## src/rtl/bcm_pkg.sv

```systemverilog
package bcm_pkg;

  typedef struct packed {
    logic rise;
    logic fall;
  } edge_t;

  // Lateral charge seen by a wire toward one neighbour, in coupling units.
  function automatic logic [1:0] lat_units(edge_t own, edge_t nb);
    logic [1:0] r;
    if (!(own.rise || own.fall))                           r = 2'd0;
    else if (!(nb.rise || nb.fall))                        r = 2'd1;
    else if ((own.rise && nb.rise) || (own.fall && nb.fall)) r = 2'd0;
    else                                                   r = 2'd2;
    return r;
  endfunction

endpackage

```

## src/rtl/bcm_line.sv

```systemverilog
module bcm_line
  import bcm_pkg::*;
#(
  parameter bit HAS_LO = 1'b1,
  parameter bit HAS_HI = 1'b1
) (
  input  edge_t      own_e,
  input  edge_t      lo_e,
  input  edge_t      hi_e,
  output logic       tog,
  output logic [2:0] units
);
  logic [1:0] u_lo;
  logic [1:0] u_hi;

  generate
    if (HAS_LO) begin : g_lo
      assign u_lo = lat_units(own_e, lo_e);
    end else begin : g_no_lo
      assign u_lo = 2'd0;
    end
    if (HAS_HI) begin : g_hi
      assign u_hi = lat_units(own_e, hi_e);
    end else begin : g_no_hi
      assign u_hi = 2'd0;
    end
  endgenerate

  assign tog   = own_e.rise | own_e.fall;
  assign units = {1'b0, u_lo} + {1'b0, u_hi};

  // a wire that does not switch charges nothing
  always_comb begin
    if (!tog) begin
      a_idle_free_r4 : assert (units == 3'd0 || $isunknown(units));
    end
  end
endmodule

```

## src/rtl/bcm_sum.sv

```systemverilog
module bcm_sum #(
  parameter int N     = 16,
  parameter int IN_W  = 3,
  parameter int OUT_W = 7
) (
  input  logic [N*IN_W-1:0] vec,
  output logic [OUT_W-1:0]  total
);
  always_comb begin
    total = '0;
    for (int i = 0; i < N; i++) begin
      total = total + OUT_W'(vec[i*IN_W +: IN_W]);
    end
  end
endmodule

```

## src/rtl/bcm_sat_acc.sv

```systemverilog
module bcm_sat_acc #(
  parameter int CNT_W = 32,
  parameter int INC_W = 7
) (
  input  logic             clk,
  input  logic             rst_n,
  input  logic             clr,
  input  logic             en,
  input  logic [INC_W-1:0] inc,
  output logic [CNT_W-1:0] acc
);
  localparam int WMAX  = (CNT_W > INC_W) ? CNT_W : INC_W;
  localparam int SUM_W = WMAX + 1;

  logic [CNT_W-1:0] acc_q, acc_d;
  logic [SUM_W-1:0] sum;
  logic [SUM_W-1:0] top_val;

  assign top_val = SUM_W'({CNT_W{1'b1}});
  assign sum     = SUM_W'(acc_q) + SUM_W'(inc);

  always_comb begin
    acc_d = acc_q;
    if (clr) begin
      acc_d = '0;
    end else if (en) begin
      acc_d = (sum > top_val) ? {CNT_W{1'b1}} : sum[CNT_W-1:0];
    end
  end

  always_ff @(posedge clk or negedge rst_n) begin
    if (!rst_n) acc_q <= '0;
    else        acc_q <= acc_d;
  end

  assign acc = acc_q;

  p_sat_hold_r8 : assert property (@(posedge clk) disable iff (!rst_n)
    (acc_q == {CNT_W{1'b1}} && !clr) |=> (acc_q == {CNT_W{1'b1}}));
  p_no_wrap_r8 : assert property (@(posedge clk) disable iff (!rst_n)
    !clr |=> (acc_q >= $past(acc_q)));
  p_clear_r6 : assert property (@(posedge clk) disable iff (!rst_n)
    clr |=> (acc_q == '0));
endmodule

```

## src/rtl/coupling_cost_mon.sv

```systemverilog
module coupling_cost_mon
  import bcm_pkg::*;
#(
  parameter int WIDTH = 16,
  parameter int CNT_W = 32,
  parameter int ETA_W = 4
) (
  input  logic             clk,
  input  logic             rst_n,
  input  logic             clr,
  input  logic             smp_vld,
  input  logic [WIDTH-1:0] bus_in,
  input  logic [ETA_W-1:0] eta,
  output logic [CNT_W-1:0] self_cnt,
  output logic [CNT_W-1:0] coup_cnt,
  output logic [CNT_W-1:0] cost_out
);
  localparam int SELF_W = $clog2(WIDTH + 1);
  localparam int COUP_W = $clog2(4 * WIDTH + 1);
  localparam int PROD_W = CNT_W + ETA_W + 1;

  logic [WIDTH-1:0]   prev_q, prev_d;
  logic               armed_q, armed_d;
  edge_t              e_vec [WIDTH];
  logic [WIDTH-1:0]   tog_vec;
  logic [3*WIDTH-1:0] unit_vec;
  logic [SELF_W-1:0]  self_sum;
  logic [COUP_W-1:0]  coup_sum;
  logic               acc_en;
  logic [PROD_W-1:0]  full_cost;

  // previous-word and first-sample state
  always_comb begin
    prev_d  = prev_q;
    armed_d = armed_q;
    if (clr) begin
      armed_d = 1'b0;
    end else if (smp_vld) begin
      prev_d  = bus_in;
      armed_d = 1'b1;
    end
  end

  always_ff @(posedge clk or negedge rst_n) begin
    if (!rst_n) begin
      prev_q  <= '0;
      armed_q <= 1'b0;
    end else begin
      prev_q  <= prev_d;
      armed_q <= armed_d;
    end
  end

  assign acc_en = smp_vld & armed_q & ~clr;

  // per-wire classification and charge
  generate
    for (genvar j = 0; j < WIDTH; j++) begin : g_wire
      assign e_vec[j].rise = ~prev_q[j] &  bus_in[j];
      assign e_vec[j].fall =  prev_q[j] & ~bus_in[j];
    end
    for (genvar j = 0; j < WIDTH; j++) begin : g_line
      localparam int LO = (j > 0) ? j - 1 : 0;
      localparam int HI = (j < WIDTH - 1) ? j + 1 : WIDTH - 1;
      bcm_line #(
        .HAS_LO (j > 0),
        .HAS_HI (j < WIDTH - 1)
      ) u_line (
        .own_e (e_vec[j]),
        .lo_e  (e_vec[LO]),
        .hi_e  (e_vec[HI]),
        .tog   (tog_vec[j]),
        .units (unit_vec[3*j +: 3])
      );
    end
  endgenerate

  bcm_sum #(.N(WIDTH), .IN_W(1), .OUT_W(SELF_W)) u_self_sum (
    .vec   (tog_vec),
    .total (self_sum)
  );

  bcm_sum #(.N(WIDTH), .IN_W(3), .OUT_W(COUP_W)) u_coup_sum (
    .vec   (unit_vec),
    .total (coup_sum)
  );

  bcm_sat_acc #(.CNT_W(CNT_W), .INC_W(SELF_W)) u_self_acc (
    .clk   (clk),
    .rst_n (rst_n),
    .clr   (clr),
    .en    (acc_en),
    .inc   (self_sum),
    .acc   (self_cnt)
  );

  bcm_sat_acc #(.CNT_W(CNT_W), .INC_W(COUP_W)) u_coup_acc (
    .clk   (clk),
    .rst_n (rst_n),
    .clr   (clr),
    .en    (acc_en),
    .inc   (coup_sum),
    .acc   (coup_cnt)
  );

  // combined figure
  assign full_cost = PROD_W'(self_cnt) + PROD_W'(coup_cnt) * PROD_W'(eta);
  assign cost_out  = (full_cost > PROD_W'({CNT_W{1'b1}})) ? {CNT_W{1'b1}}
                                                          : full_cost[CNT_W-1:0];

  p_first_free_r2 : assert property (@(posedge clk) disable iff (!rst_n)
    (smp_vld && !armed_q && !clr) |=> ($stable(self_cnt) && $stable(coup_cnt)));
  p_idle_hold_r5 : assert property (@(posedge clk) disable iff (!rst_n)
    (!smp_vld && !clr) |=> ($stable(self_cnt) && $stable(coup_cnt) && $stable(prev_q)));
  p_coup_bound_r4 : assert property (@(posedge clk) disable iff (!rst_n)
    32'(coup_sum) <= 32'(self_sum) * 32'd4);
  p_cost_floor_r7 : assert property (@(posedge clk) disable iff (!rst_n)
    cost_out >= self_cnt);
endmodule

```

## config.mk

```make
export PLATFORM = sky130hd
export DESIGN_NAME = coupling_cost_mon
export DESIGN_NICKNAME = d
export VERILOG_FILES = /design/src/rtl/bcm_pkg.sv /design/src/rtl/bcm_line.sv /design/src/rtl/bcm_sum.sv /design/src/rtl/bcm_sat_acc.sv /design/src/rtl/coupling_cost_mon.sv
export SDC_FILE = /design/constraint.sdc
export NUM_CORES = 1
export LEC_CHECK = 0
export CORE_ASPECT_RATIO = 1.75
export CORE_MARGIN = 2
export CORE_UTILIZATION = 55
export DETAILED_ROUTE_END_ITERATION = 12
export PLACE_DENSITY = 0.8
export REMOVE_ABC_BUFFERS = 1
export SKIP_LAST_GASP = 1
export SLEW_MARGIN = 0
export SYNTH_ARGS = -nofsm -noshare
export SYNTH_HDL_FRONTEND = slang
export SYNTH_SLANG_ARGS = --single-unit
```

## constraint.sdc

```tcl
create_clock -name clk -period 14 [get_ports clk]
set_input_delay 2.1 -clock clk [delete_from_list [all_inputs] [get_ports clk]]
set_output_delay 2.1 -clock clk [all_outputs]
set_load 0.01 [all_outputs]
```

==> flow_metrics.tcl <==
set metrics [dict create \
    status "finished, final reports clean" \
    overflow 0 \
    first_iter_violations 796 \
    cp_max_fo 7 \
    setup_viol 0 \
    post_cts_buffers 0 \
    synth_ff_type "dfrtp_1" \
    grt_max_degree 58 \
    cpMaxStageDelayCell "fa_1" \
    cts_htree_levels 3 \
    critPathKind "in2reg" \
    synth.ff_latch_count 81 \
    dr_wl_met2_um 19860 \
    clkTransAtPathRegs_ns 0.07 \
    clock_path_buffers 2 \
    syn_to_final_growth_pct 13.51 \
    placed_area_sq_um 13820 \
    fin_crit_sh_pct 77.56 \
    root_buffer "clkbuf_16" \
    clock_latency_ns 0.36 \
    worst_pin_slew_ns 1.246 \
    synth.most_common_cell "inv_1" \
    whs_ns 0.5800 \
    num_antenna_cells 0 \
    dieArea_sq_um 23940 \
    nNetsFinal 1834 \
    worstRegToRegCells 33 \
    hold_buffers 0 \
    layout_setup_ws_ns 3.142 \
    finalSetupTns_ns 0 \
    avgSynthCellArea_sq_um 8.525 \
    required_ns 14.22 \
    synth_compound_area_share_pct 15.97 \
    ys.warnings.count 0 \
    fmax_mhz 92.10 \
    arrival_ns 11.08 \
    synth-simple-area-share_pct 17.07 \
    chipHeight_um 203.2 \
    core_sq_um 22160 \
    drv_slew 0 \
    top_layer "met4" \
    critPathMaxStageDelay_ns 0.59 \
    numCtsBuffers 9 \
    fin_skew_ns 0.01185 \
    cts_resized 0 \
    grt_antenna_before_repair 0 \
    ys_types 73 \
    netlist_instances 1463 \
    m1WireLength_um 11690 \
    synth_area_sq_um 12470 \
    final_area_sq_um 14160 \
    drt_wl_total_um 36080 \
    start_util_pct 56.28 \
    max_slew_margin_pct 16.54 \
    routedWlPerCell_um 19.66 \
    wl_met3_um 1941 \
    synth_edf_count 0 \
    portBuffers 119 \
    grt_pass1_vias 11400 \
    yosys.area.top_type "fa_1" \
    ios 120 \
    ant_nets 0 \
    yosysSeqAreaShare_pct 16.25 \
    min_period_ns 10.86 \
    vias 11000 \
    dp.final_hpwl_um 28870 \
    synth_area_leaders "fa_1, dfrtp_1, ha_1, inv_1, nand2_1" \
    ys_top_cells_by_count "inv_1, nand2_1, fa_1, ha_1, o21ai_0" \
    min_path_type "reg2reg" \
    end_kind "flop" \
    yosysTopAreaCellShare_pct 24.56 \
    grt_pass1_wl_um 57680 \
    post-place-ws_ns 2.777 \
    vias_per_cell 5.994 \
    critPathLaunchType "input pin" \
    cts_sinks 81 \
    hold_violations 0 \
    grt_setup_unrepaired "no" \
    remaining_drc_errors 0 \
    seq_area_sq_um 2027 \
    whs_path_depth 2 \
    drive_gt1_share_pct 2.989 \
    max_cap_violations 0 \
    place.gp.congestion 0.9405 \
    synth_fa_ha_area_share_pct 36.90 \
    cpMostUsedCell "inv_1" \
    synth_xor_xnor_area_share_pct 4.635 \
    detail_route.first_pass.iterations 5 \
    multiInputGateArea_sq_um 9348 \
    fillCellCount 1951 \
    synth_top_family_by_area "adder cells" \
    cts_tree "yes" \
    grt_usage_pct 30.55 \
    num_rows 72 \
    synthArstFlopShare_pct 100.0 \
    synth_mux_area_share_pct 0.2408 \
    die_x_um 117.8 \
]
-- path summary, 6_finish.rpt --
path | slack, ns | start | endpoint
setup / recovery | 3.14 | bus_in[1] | u_coup_acc.acc[19]
max in group asynchronous | 11.22 | rst_n | u_self_acc.acc[0]
min in group asynchronous | 1.65 | rst_n | u_coup_acc.acc[22]
hold / removal | 0.58 | prev_q[11] | prev_q[11]
hold reg to reg | 0.58 | prev_q[11] | prev_q[11]
setup reg to reg | 5.05 | prev_q[1] | u_coup_acc.acc[19]
-- kinds of logic after synthesis --
kind of cell	Yosys count
AO/OA/AOI/OAI	311
XOR/XNOR	66
buffers and inverters	287
multiplexers	3
AND/OR/NAND/NOR	439
adder cells (fa/ha/maj)	276
flip-flops	81
-- routing by layer --
layer | vias to the layer above | track usage, %
li1 | 4985 | -
met1 | 5406 | 30.28
met2 | 461 | 58.51
met3 | 147 | 4.502
met4 | 0 | 19.66
met5 | - | 0
-- area by class of cell --
cell class | count | share of cell area (%)
Inverter | 219 | 5.806
Tap cell | 296 | 2.616
Clock buffer | 9 | 1.591
Multi-Input combinational cell | 1095 | 66.03
Sequential cell | 81 | 14.32
Clock inverter | 7 | 0.7689
Timing Repair Buffer | 128 | 8.873
-- cell usage in the layout, fill, tap and decap left out, drive strengths merged, types with 4 or more instances in the layout --
master	n
and3	15
a21o	27
ha	123
a41oi	4
nand4	15
nand3b	4
a22o	11
a311oi	4
dfrtp	81
o31ai	6
a211oi	9
o21a	12
xor2	25
clkbuf	9
o21bai	7
buf	10
nand2b	8
clkdlybuf4s50	118
a22oi	6
a21boi	5
nor2	39
nor4	8
nor2b	9
inv	221
o211ai	13
nand2	202
a21oi	64
nand3	61
o21ai	96
a31oi	19
xnor2	41
o221ai	4
fa	153
nor3	16
and2	51
-- worst max-delay path: cells and delay by family --
kind            cells  cell delay, ns
compound gates      8            1.50
xor+xnor            2            0.25
fa+ha+maj          12            5.41
buf+inv            10            1.10
simple gates        3            0.69
-- sequential cells by signal, indices dropped and copies added, names as in the netlist --
register,count
u_coup_acc.acc,32
u_self_acc.acc,32
armed_q,1
prev_q,16
-- through the flow --
stage	std cells	utilization, %
2_1_floorplan	1395	-
3_3_place_gp	1819	62.38
3_5_place_dp	1819	62.38
4_1_cts	1835	63.88
5_1_grt	1835	63.88
6_report	1835	63.88
Power is not shown: default switching activity piles up to over one toggle a cycle in this logic, so the estimate is an artifact.
